--- src/rtl/evt_timer_pkg.sv ---
// Package: shared register offsets and channel configuration bit positions
// for the event timer. Assumes 12-bit byte addressing with 32-bit registers.
package evt_timer_pkg;
    localparam int AW = 12;
    localparam logic [AW-1:0] OFF_CAP    = 12'h000;
    localparam logic [AW-1:0] OFF_TICK   = 12'h004;
    localparam logic [AW-1:0] OFF_GCFG   = 12'h010;
    localparam logic [AW-1:0] OFF_STS    = 12'h020;
    localparam logic [AW-1:0] OFF_CNT_LO = 12'h0F0;
    localparam logic [AW-1:0] OFF_CNT_HI = 12'h0F4;
    localparam logic [3:0]    CH_WINDOW  = 4'h1;
    localparam logic [4:0]    SUB_CFG    = 5'h00;
    localparam logic [4:0]    SUB_CMP    = 5'h08;
    localparam logic [4:0]    SUB_RDATA  = 5'h10;
    localparam logic [4:0]    SUB_RADDR  = 5'h14;
    localparam int CB_LEVEL  = 0;
    localparam int CB_EN     = 1;
    localparam int CB_PER    = 2;
    localparam int CB_F32    = 3;
    localparam int CB_SETVAL = 4;
    localparam int CB_MSG    = 5;

    typedef struct packed {
        logic msg_en;
        logic setval;
        logic force32;
        logic periodic;
        logic enable;
        logic level;
    } chan_cfg_t;
endpackage

--- src/rtl/evt_main_counter.sv ---
// Main counter: a 64-bit up-counter that advances while run is high.
// Assumes a half-word write wins over counting in the same cycle.
module evt_main_counter #(
    parameter int CW = 64
) (
    input  logic          clk,
    input  logic          rst_n,
    input  logic          run,
    input  logic          wr_lo,
    input  logic          wr_hi,
    input  logic [31:0]   wdata,
    output logic [CW-1:0] count
);
    localparam int HALF = CW / 2;

    // Count, or load one half from the register port.
    always_ff @(posedge clk) begin
        if (!rst_n) begin
            count <= '0;
        end else if (wr_lo) begin
            count[HALF-1:0] <= wdata[HALF-1:0];
        end else if (wr_hi) begin
            count[CW-1:HALF] <= wdata[HALF-1:0];
        end else if (run) begin
            count <= count + 1'b1;
        end
    end
endmodule

--- src/rtl/evt_channel.sv ---
// One comparator channel: holds configuration, comparator, period and
// message route, detects a match against the counter low word and forms
// the edge pulse or level status. Assumes only one register write per cycle.
module evt_channel
    import evt_timer_pkg::*;
#(
    parameter bit PER_CAP = 1'b1,
    parameter bit MSG_CAP = 1'b1
) (
    input  logic        clk,
    input  logic        rst_n,
    input  logic        cfg_we,
    input  logic        cmp_we,
    input  logic        rdat_we,
    input  logic        radr_we,
    input  logic        sts_clr,
    input  logic [31:0] wdata,
    input  logic [31:0] cnt_lo,
    input  logic        cnt_run,
    output logic [31:0] cfg_rd,
    output logic [31:0] cmp_q,
    output logic [31:0] rte_data,
    output logic [31:0] rte_addr,
    output logic        match,
    output logic        sts,
    output logic        line,
    output logic        msg_en
);
    chan_cfg_t   cfg;
    logic [31:0] period;
    logic        pulse_q;

    // A match happens only while the channel is enabled and time advances.
    assign match  = cfg.enable && cnt_run && (cnt_lo == cmp_q);
    assign msg_en = cfg.msg_en;

    // Configuration, comparator and period, including the set-value sequence.
    always_ff @(posedge clk) begin
        if (!rst_n) begin
            cfg    <= '0;
            cmp_q  <= '0;
            period <= '0;
        end else if (cfg_we) begin
            cfg.level    <= wdata[CB_LEVEL];
            cfg.enable   <= wdata[CB_EN];
            cfg.periodic <= wdata[CB_PER] & PER_CAP;
            cfg.force32  <= wdata[CB_F32];
            cfg.setval   <= wdata[CB_SETVAL];
            cfg.msg_en   <= wdata[CB_MSG] & MSG_CAP;
        end else if (cmp_we) begin
            if (cfg.periodic && !cfg.setval) begin
                period <= wdata;
            end else begin
                cmp_q      <= wdata;
                cfg.setval <= 1'b0;
            end
        end else if (match && cfg.periodic) begin
            cmp_q <= cmp_q + period;
        end
    end

    // Message route data word and address.
    always_ff @(posedge clk) begin
        if (!rst_n) begin
            rte_data <= '0;
            rte_addr <= '0;
        end else begin
            if (rdat_we) rte_data <= wdata;
            if (radr_we) rte_addr <= wdata;
        end
    end

    // Edge pulse and sticky level status; a new match beats a clear.
    always_ff @(posedge clk) begin
        if (!rst_n) begin
            pulse_q <= 1'b0;
            sts     <= 1'b0;
        end else begin
            pulse_q <= match && !cfg.level;
            if (match && cfg.level) sts <= 1'b1;
            else if (sts_clr)       sts <= 1'b0;
        end
    end

    // The line is silent while messages carry the event.
    assign line = !cfg.msg_en && (cfg.level ? sts : pulse_q);

    assign cfg_rd = {22'b0, MSG_CAP, PER_CAP, 2'b0, cfg.msg_en, cfg.setval,
                     cfg.force32, cfg.periodic, cfg.enable, cfg.level};
endmodule

--- src/rtl/evt_timer_top.sv ---
// Event timer top: register decode and read mux, global configuration,
// channel array, legacy routing and message arbitration (lowest channel wins).
// Assumes NCH is between 2 and 8 (0x20 stride inside the 0x100 window).
module evt_timer_top
    import evt_timer_pkg::*;
#(
    parameter int              NCH          = 3,
    parameter logic [31:0]     TICK_FS      = 32'd20_000_000,
    parameter logic [NCH-1:0]  PER_CAP_MASK = '1,
    parameter logic [NCH-1:0]  MSG_CAP_MASK = '1
) (
    input  logic           clk,
    input  logic           rst_n,
    input  logic           reg_we,
    input  logic [11:0]    reg_addr,
    input  logic [31:0]    reg_wdata,
    output logic [31:0]    reg_rdata,
    output logic [NCH-1:0] irq_lines,
    output logic           legacy_tick,
    output logic           legacy_clk,
    output logic           msg_valid,
    output logic [31:0]    msg_addr,
    output logic [31:0]    msg_data
);
    localparam int CIW = (NCH > 1) ? $clog2(NCH) : 1;
    localparam logic [31:0] CAP_WORD = 32'h100 | 32'(NCH - 1);

    logic        glb_en, glb_leg;
    logic [63:0] count;
    logic        cnt_wr;
    logic        ch_hit;
    logic [2:0]  ch_idx;
    logic [4:0]  ch_sub;

    logic [31:0]    ch_cfg_rd [NCH];
    logic [31:0]    ch_cmp    [NCH];
    logic [31:0]    ch_rdat   [NCH];
    logic [31:0]    ch_radr   [NCH];
    logic [NCH-1:0] ch_match, ch_sts, ch_line, ch_msg;
    logic           pick_ok;
    logic [CIW-1:0] pick;

    assign ch_hit = (reg_addr[11:8] == CH_WINDOW);
    assign ch_idx = reg_addr[7:5];
    assign ch_sub = reg_addr[4:0];
    assign cnt_wr = reg_we && (reg_addr == OFF_CNT_LO || reg_addr == OFF_CNT_HI);

    // Global run and legacy-route bits.
    always_ff @(posedge clk) begin
        if (!rst_n) begin
            glb_en  <= 1'b0;
            glb_leg <= 1'b0;
        end else if (reg_we && reg_addr == OFF_GCFG) begin
            glb_en  <= reg_wdata[0];
            glb_leg <= reg_wdata[1];
        end
    end

    evt_main_counter #(.CW(64)) u_counter (
        .clk   (clk),
        .rst_n (rst_n),
        .run   (glb_en),
        .wr_lo (reg_we && reg_addr == OFF_CNT_LO),
        .wr_hi (reg_we && reg_addr == OFF_CNT_HI),
        .wdata (reg_wdata),
        .count (count)
    );

    for (genvar c = 0; c < NCH; c++) begin : g_ch
        logic sel;
        assign sel = reg_we && ch_hit && (ch_idx == 3'(c));
        evt_channel #(
            .PER_CAP (PER_CAP_MASK[c]),
            .MSG_CAP (MSG_CAP_MASK[c])
        ) u_ch (
            .clk      (clk),
            .rst_n    (rst_n),
            .cfg_we   (sel && ch_sub == SUB_CFG),
            .cmp_we   (sel && ch_sub == SUB_CMP),
            .rdat_we  (sel && ch_sub == SUB_RDATA),
            .radr_we  (sel && ch_sub == SUB_RADDR),
            .sts_clr  (reg_we && reg_addr == OFF_STS && reg_wdata[c]),
            .wdata    (reg_wdata),
            .cnt_lo   (count[31:0]),
            .cnt_run  (glb_en),
            .cfg_rd   (ch_cfg_rd[c]),
            .cmp_q    (ch_cmp[c]),
            .rte_data (ch_rdat[c]),
            .rte_addr (ch_radr[c]),
            .match    (ch_match[c]),
            .sts      (ch_sts[c]),
            .line     (ch_line[c]),
            .msg_en   (ch_msg[c])
        );
    end

    // Legacy routing takes channels 0 and 1 off their normal lines.
    always_comb begin
        irq_lines   = ch_line;
        legacy_tick = 1'b0;
        legacy_clk  = 1'b0;
        if (glb_leg) begin
            legacy_tick  = ch_line[0];
            legacy_clk   = ch_line[1];
            irq_lines[0] = 1'b0;
            irq_lines[1] = 1'b0;
        end
    end

    // Choose the lowest-numbered channel with a message match.
    always_comb begin
        pick_ok = 1'b0;
        pick    = '0;
        for (int c = NCH - 1; c >= 0; c--) begin
            if (ch_match[c] && ch_msg[c]) begin
                pick_ok = 1'b1;
                pick    = CIW'(c);
            end
        end
    end

    // Register the outgoing message write.
    always_ff @(posedge clk) begin
        if (!rst_n) begin
            msg_valid <= 1'b0;
            msg_addr  <= '0;
            msg_data  <= '0;
        end else begin
            msg_valid <= pick_ok;
            if (pick_ok) begin
                msg_addr <= ch_radr[pick];
                msg_data <= ch_rdat[pick];
            end
        end
    end

    // Read mux over global and channel registers.
    always_comb begin
        reg_rdata = '0;
        case (reg_addr)
            OFF_CAP:    reg_rdata = CAP_WORD;
            OFF_TICK:   reg_rdata = TICK_FS;
            OFF_GCFG:   reg_rdata = {30'b0, glb_leg, glb_en};
            OFF_STS:    reg_rdata = 32'(ch_sts);
            OFF_CNT_LO: reg_rdata = count[31:0];
            OFF_CNT_HI: reg_rdata = count[63:32];
            default:    reg_rdata = '0;
        endcase
        for (int c = 0; c < NCH; c++) begin
            if (ch_hit && ch_idx == 3'(c)) begin
                case (ch_sub)
                    SUB_CFG:   reg_rdata = ch_cfg_rd[c];
                    SUB_CMP:   reg_rdata = ch_cmp[c];
                    SUB_RDATA: reg_rdata = ch_rdat[c];
                    SUB_RADDR: reg_rdata = ch_radr[c];
                    default:   reg_rdata = '0;
                endcase
            end
        end
    end
endmodule

--- config.mk ---
export PLATFORM = sky130hd
export DESIGN_NAME = evt_timer_top
export DESIGN_NICKNAME = d
export VERILOG_FILES = /design/src/rtl/evt_timer_pkg.sv /design/src/rtl/evt_main_counter.sv /design/src/rtl/evt_channel.sv /design/src/rtl/evt_timer_top.sv
export SDC_FILE = /design/constraint.sdc
export NUM_CORES = 2
export LEC_CHECK = 0
export BUFFER_PORTS_ARGS = -buffer_cell sky130_fd_sc_hd__buf_2
export CAP_MARGIN = 10
export CORE_MARGIN = 2
export CORE_UTILIZATION = 60
export CTS_BUF_LIST = sky130_fd_sc_hd__clkbuf_8
export DETAILED_ROUTE_END_ITERATION = 6
export PLACE_DENSITY = 0.78
export SLEW_MARGIN = 30
export SYNTH_ARGS = -nofsm -noshare
export SYNTH_HDL_FRONTEND = slang
export SYNTH_SLANG_ARGS = --single-unit
--- constraint.sdc ---
create_clock -name clk -period 4.3 [get_ports clk]
set_input_delay 0.43 -clock clk [delete_from_list [all_inputs] [get_ports clk]]
set_output_delay 0.43 -clock clk [all_outputs]
set_load 0.01 [all_outputs]
[Word-level counts from Yosys, hierarchy flattened]
Cells that the tools add are included.
Storage, ports and cells
  flip-flop bits (word level): 539
  bits of input ports: 47
Operators by class
  $add $sub $neg: 4
  $lt $le $gt $ge: 1
  eq/ne operators: 21
  mux-type cells: 53
  bitwise operators: 5
  reductions and logical operators: 84
Operator list (count)
  $mux 32: 19
  $pmux 32 s4: 3
  $pmux 32 s6: 1
  $bmux 32 s2: 2
  $add 32x32->32: 3
  $eq 32x32->1: 3
  $add 64x1->64 const B: 1
  $mux 64: 1
  $logic_and 1x1->1: 50
  $eq 12x8->1 const B: 2
  $mux 1: 23
  $reduce_bool 2->1: 11
  $reduce_and 3->1: 6
  $eq 12x3->1 const B: 1
  $eq 12x5->1 const B: 1
  $eq 12x6->1 const B: 1
  $logic_not 12->1: 1
  $eq 5x5->1 const B: 2
  $reduce_and 2->1: 5
  $logic_not 1->1: 9
  $mux 2: 4
  $ne 2x1->1 const B: 4
  $ne 2x2->1 const B: 3
  $eq 5x4->1 const B: 1
  other kinds (8): 11

[Depth between registers and ports, before layout]
  depth after elaboration: 10
  gate-level depth with buffers: 13

[By module]
A second synthesis with hierarchy kept.
Unflattened totals
  cell total of the unflattened synthesis: 4050
  area total of the unflattened synthesis: 32955.4 µm²
By module, submodules not included
  evt_channel: instances 3, cells an instance 852, area an instance 7299.5 µm², seq. area each 2722.6 µm²
  evt_timer_top: instances 1, cells an instance 939, area an instance 6986.7 µm², seq. area each 1341.3 µm²
  evt_main_counter: instances 1, cells an instance 555, area an instance 4070.2 µm², seq. area each 1281.2 µm²

[Worst setup path after synthesis]
No wires, ideal clock.
  path kind: reg-to-reg
  start: register g_ch[2].u_ch.cmp_q[0]
  end: register g_ch[2].u_ch.cmp_q[26]
  arrival: 2.913 ns
  data required time: 4.172 ns
  path slack: 1.260 ns
  cell stages (with the launch flop): 13
  buffers on the path: 0
  period minus slack after synthesis: 3.040 ns
  path through: dfxtp_1 ha_1 fa_1 a21oi_1 o211ai_1 a2111oi_2 o31a_1 o21ai_1 a311oi_1 o31ai_1 a31oi_1 xor2_1 a21oi_1
On the way
  longest elaborated chain between the ends: 5
RTL lines
  start: declaration: RTL line evt_channel.sv:21  | output logic [31:0] cmp_q,
  start signal: assignment: RTL line evt_channel.sv:54  | cmp_q <= wdata;
  start signal: assignment: RTL line evt_channel.sv:58  | cmp_q <= cmp_q + period;
  parallel branches: the longest is 5 deep, another holds $add 32x32->32
Parallel ways; which one is timed is not known. The select of a mux whose other input is x is not followed.
A chain may end at the register's enable or synchronous reset.

[Final worst setup path]
  start: register g_ch[2].u_ch.cmp_q[1]
  end: register g_ch[2].u_ch.cmp_q[31]
The elaborated chain is that of the path after synthesis.

==> out/metrics.json <==
{
  "layout_worst_path_cycle_share": 0.918,
  "floorplan.die.width_um": 232,
  "ctsHtreeMaxLevel": 3,
  "ir_drop_mv": 0.317,
  "worst_ep_arrival_time_ns": 4.57,
  "port_buffers": 148,
  "setup_total_negative_slack_ns": 0,
  "synthTopCellsByCount": "sky130_fd_sc_hd__nand2_1 (984), sky130_fd_sc_hd__a21oi_1 (642), sky130_fd_sc_hd__dfxtp_1 (539)",
  "syn_inst_count": 4200,
  "p_leak_nw": 13.9,
  "clock.fmax_ghz": 0.253,
  "timing.max_slew.rel_slack": 0.332,
  "worstReg2RegEnd": "g_ch[2].u_ch.cmp_q[31]$_SDFFE_PN0P_",
  "synth.yosys.seq_area_share": 0.347,
  "asyncSetResetFlopFracSynth": 0,
  "grt_util_met3": 0.152,
  "finalWeightedCongestion": 1.10,
  "synth.ff_latch_count": 539,
  "holdCritPathClass": "input port to flip-flop",
  "antenna_violations_before_repair": 13,
  "post_drt_wl_per_cell_um": 25.0,
  "hpwlAfterDp_um": 87100,
  "drv.max_cap_violation_count": 0,
  "grt_use_total": 0.450,
  "post-route-min-period_ns": 3.95,
  "drc": 0,
  "vias_per_cell": 6.72,
  "gr-max-usage-layer": "met2",
  "synth_most_common_cell": "sky130_fd_sc_hd__nand2_1",
  "worst_r2r_startpoint": "g_ch[2].u_ch.cmp_q[1]$_SDFFE_PN0P_",
  "worst_slew_pin_slew_ns": 1.00,
  "holdCritStartpoint": "rst_n",
  "timing.critical_path.fanout_max": 5,
  "postCtsSetupRepairBufs": 0,
  "post_cts.resized_instances": 0,
  "tritoncts.num_buffers": 94,
  "worst_path_max_delay_cell": "sky130_fd_sc_hd__a21oi_1",
  "worstSetupEndpointType": "flip-flop",
  "die_area_sq_um": 53700,
  "rsz_0062_raised_after_global_routing": "false",
  "cts_hold_buf": 0,
  "post-synth-top-area-cell": "sky130_fd_sc_hd__dfxtp_1",
  "report.final.hold_viol_count": 0,
  "yosysWarnings": 0,
  "reg2reg_slack_ns": 0.35,
  "grt_overflow": 0,
  "outcome": "complete, no violations",
  "die_height_um": 232,
  "drtIter0Drc": 5114,
  "finalMaxSlewViolations": 0,
  "postSynth.topFlopCell": "sky130_fd_sc_hd__dfxtp_1",
  "timing.critical_path.slowest_cell_delay_ns": 0.74,
  "powerDensity_nw_per_um2": 299,
  "clk-insertion-delay-late_ns": 0.76,
  "clock_tree_from_tritoncts": "done",
  "start_util": 0.606,
  "area.growth.synth_to_final_pct": 11.0,
  "worst_path_most_repeated_cell": "sky130_fd_sc_hd__a21oi_1",
  "wl_um": 125000,
  "worst-path-stages": 11,
  "global_route_met2_usage": 0.658,
  "final-setup-viol-count": 0,
  "core_sq_um": 51300,
  "worst_r2r_path_depth": 11,
  "critical_path.n_buffers_inverters": 0,
  "numClockSinks": 539,
  "synthDominantCellAreaShare": 0.347,
  "globalRouteMet1Util": 0.580,
  "crit_family": "compound AO/OA/AOI/OAI gates",
  "drt_pass1_iterations": 6,
  "max_clock_buf_depth": 3,
  "placed_area_sq_um": 32500,
  "post_synth_instance_area_sq_um": 31100,
  "hold-path-cell-count": 3,
  "crit_path_cell_trace": "ha_1 -> a211oi_1 -> o211ai_1 -> a21oi_1 -> a311oi_1 -> o31ai_1 -> a21oi_1 -> a2111oi_0 -> nor3b_1 -> mux2i_1 -> o31a_1",
  "first_global_vias": 30100,
  "maximum_number_of_pins_on_one_net_before_global_route_repair": 142,
  "worstSetupPathType": "flip-flop to flip-flop",
  "placement_rows": 83,
  "synth.area.top_cells": "sky130_fd_sc_hd__dfxtp_1 (35%), sky130_fd_sc_hd__nand2_1 (12%), sky130_fd_sc_hd__a21oi_1 (10%)",
  "synth.net_count": 4344,
  "post_route_cells_drive_above_1_share": 0.109,
  "synth.avg_cell_area_sq_um": 7.40,
  "overall_via_count_from_detail_route": 33400,
  "cts.clk_slew.worst_paths_ns": 0.07,
  "crit_path_start_kind": "flip-flop",
  "top_level_i_o_count": 149,
  "grt_first_pass_wirelength_um": 184000,
  "cell_at_the_root_of_the_clock_tree": "sky130_fd_sc_hd__clkbuf_8",
  "synth-edff-count": 0,
  "worstHoldEndpoint": "g_ch[0].u_ch.cmp_q[8]$_SDFFE_PN0P_",
  "detail-route-antenna-nets": 0,
  "fin_worst_skew_ns": 0.0573,
  "nNetsFinal": 4360,
  "worst-endpoint-required_ns": 4.92,
  "post_synth_num_cell_types": 84,
  "final_cell_area_sq_um": 34500
}
## layout by cell type (no fill, tap or decap), types with 36 or more instances in the layout
| cell type | n |
|---|---|
| sky130_fd_sc_hd__inv_1 | 64 |
| sky130_fd_sc_hd__nand4_1 | 39 |
| sky130_fd_sc_hd__a21oi_1 | 640 |
| sky130_fd_sc_hd__nand2_1 | 981 |
| sky130_fd_sc_hd__dfxtp_1 | 539 |
| sky130_fd_sc_hd__a211oi_1 | 66 |
| sky130_fd_sc_hd__a31oi_1 | 36 |
| sky130_fd_sc_hd__nand3_1 | 72 |
| sky130_fd_sc_hd__a21o_1 | 42 |
| sky130_fd_sc_hd__nor2_1 | 244 |
| sky130_fd_sc_hd__clkbuf_8 | 123 |
| sky130_fd_sc_hd__xnor2_1 | 89 |
| sky130_fd_sc_hd__xor2_1 | 111 |
| sky130_fd_sc_hd__ha_1 | 94 |
| sky130_fd_sc_hd__buf_4 | 112 |
| sky130_fd_sc_hd__and3_1 | 45 |
| sky130_fd_sc_hd__o21ai_0 | 141 |
| sky130_fd_sc_hd__mux2i_1 | 100 |
| sky130_fd_sc_hd__nor3_1 | 36 |
| sky130_fd_sc_hd__a22oi_1 | 51 |
| sky130_fd_sc_hd__o211ai_1 | 93 |
| sky130_fd_sc_hd__buf_2 | 148 |
## area by class of cell
| class | instances | area, sq um |
|---|---|---|
| fill | 4504 | 16800 |
| antenna | 9 | 22.5 |
| tap | 680 | 851 |
| clock buffer | 123 | 1690 |
| multi-input combinational | 3272 | 18900 |
| sequential | 539 | 10800 |
| inverter | 35 | 139 |
| clock inverter | 48 | 299 |
| timing repair buffer | 274 | 1860 |
## report_power, final
group          internal (mW)  total, mW  switching, mW
Sequential              4.99       5.00       0.000654
Combinational         0.0413      0.311          0.270
Clock                   2.70       5.00           2.30
## logic make-up after synthesis
kind of cell | count (synthesis) | share of synthesized area
compound gates | 1285 | 0.254
xor+xnor | 200 | 0.0563
fa+ha+maj | 97 | 0.0398
buf+inv | 389 | 0.0497
flops | 539 | 0.347
mux | 100 | 0.0322
simple gates | 1590 | 0.221
## routing by layer
layer | part of all wire | up-vias
li1 | - | 14900
met2 | 0.41 | 2561
met3 | 0.16 | 583
met1 | 0.36 | 15400
met4 | 0.065 | 8
met5 | 0.00052 | -
## how the worst max path moves through the flow
stage / start / endpoint / slack (ns)
2_1_floorplan: g_ch[2].u_ch.cmp_q[0]$_SDFFE_PN0P_ / g_ch[2].u_ch.cmp_q[26]$_SDFFE_PN0P_ / 1.26
3_3_place_gp: reg_addr[3] / reg_rdata[23] / 0.62
3_5_place_dp: reg_addr[3] / reg_rdata[23] / 0.65
4_1_cts: reg_addr[3] / reg_rdata[23] / 0.65
5_1_grt: g_ch[2].u_ch.cmp_q[1]$_SDFFE_PN0P_ / g_ch[2].u_ch.cmp_q[31]$_SDFFE_PN0P_ / 0.24
6_report: g_ch[2].u_ch.cmp_q[1]$_SDFFE_PN0P_ / g_ch[2].u_ch.cmp_q[31]$_SDFFE_PN0P_ / 0.35
## stage by stage
step / util / power [mW] / setup WS [ns] / cells / hold slack (ns)
after global routing: 0.673 / 10.5 / 0.241 / 4977 / 0.115
final: 0.673 / 10.3 / 0.354 / 4980 / 0.0806
after floorplan: - / 5.25 / 1.26 / 4200 / 0.436
after global placement: 0.633 / 5.39 / 0.620 / 4800 / 0.442
after detailed placement: 0.633 / 5.39 / 0.652 / 4800 / 0.448
after CTS: 0.672 / 10.3 / 0.649 / 4971 / 0.0592
## registers in the layout, summed over array words and instances (netlist names), 3 cells and up
register            flops
u_counter.count        64
g_ch.u_ch.cfg_rd       15
g_ch.u_ch.pulse_q       3
g_ch.u_ch.rte_addr     96
g_ch.u_ch.cmp_q        96
g_ch.u_ch.sts           3
g_ch.u_ch.period       96
msg_data               32
g_ch.u_ch.rte_data     96
msg_addr               32
g_ch.u_ch.msg_en        3
## worst reg2reg max path, stage by stage (launching register included)
cell	delay, ns
sky130_fd_sc_hd__dfxtp_1	0.44
sky130_fd_sc_hd__ha_1	0.28
sky130_fd_sc_hd__a211oi_1	0.29
sky130_fd_sc_hd__o211ai_1	0.19
sky130_fd_sc_hd__a21oi_1	0.74
sky130_fd_sc_hd__a311oi_1	0.27
sky130_fd_sc_hd__o31ai_1	0.29
sky130_fd_sc_hd__a21oi_1	0.19
sky130_fd_sc_hd__a2111oi_0	0.53
sky130_fd_sc_hd__nor3b_1	0.17
sky130_fd_sc_hd__mux2i_1	0.15
sky130_fd_sc_hd__o31a_1	0.30
Note: power is estimated with default switching activity, not from simulation.
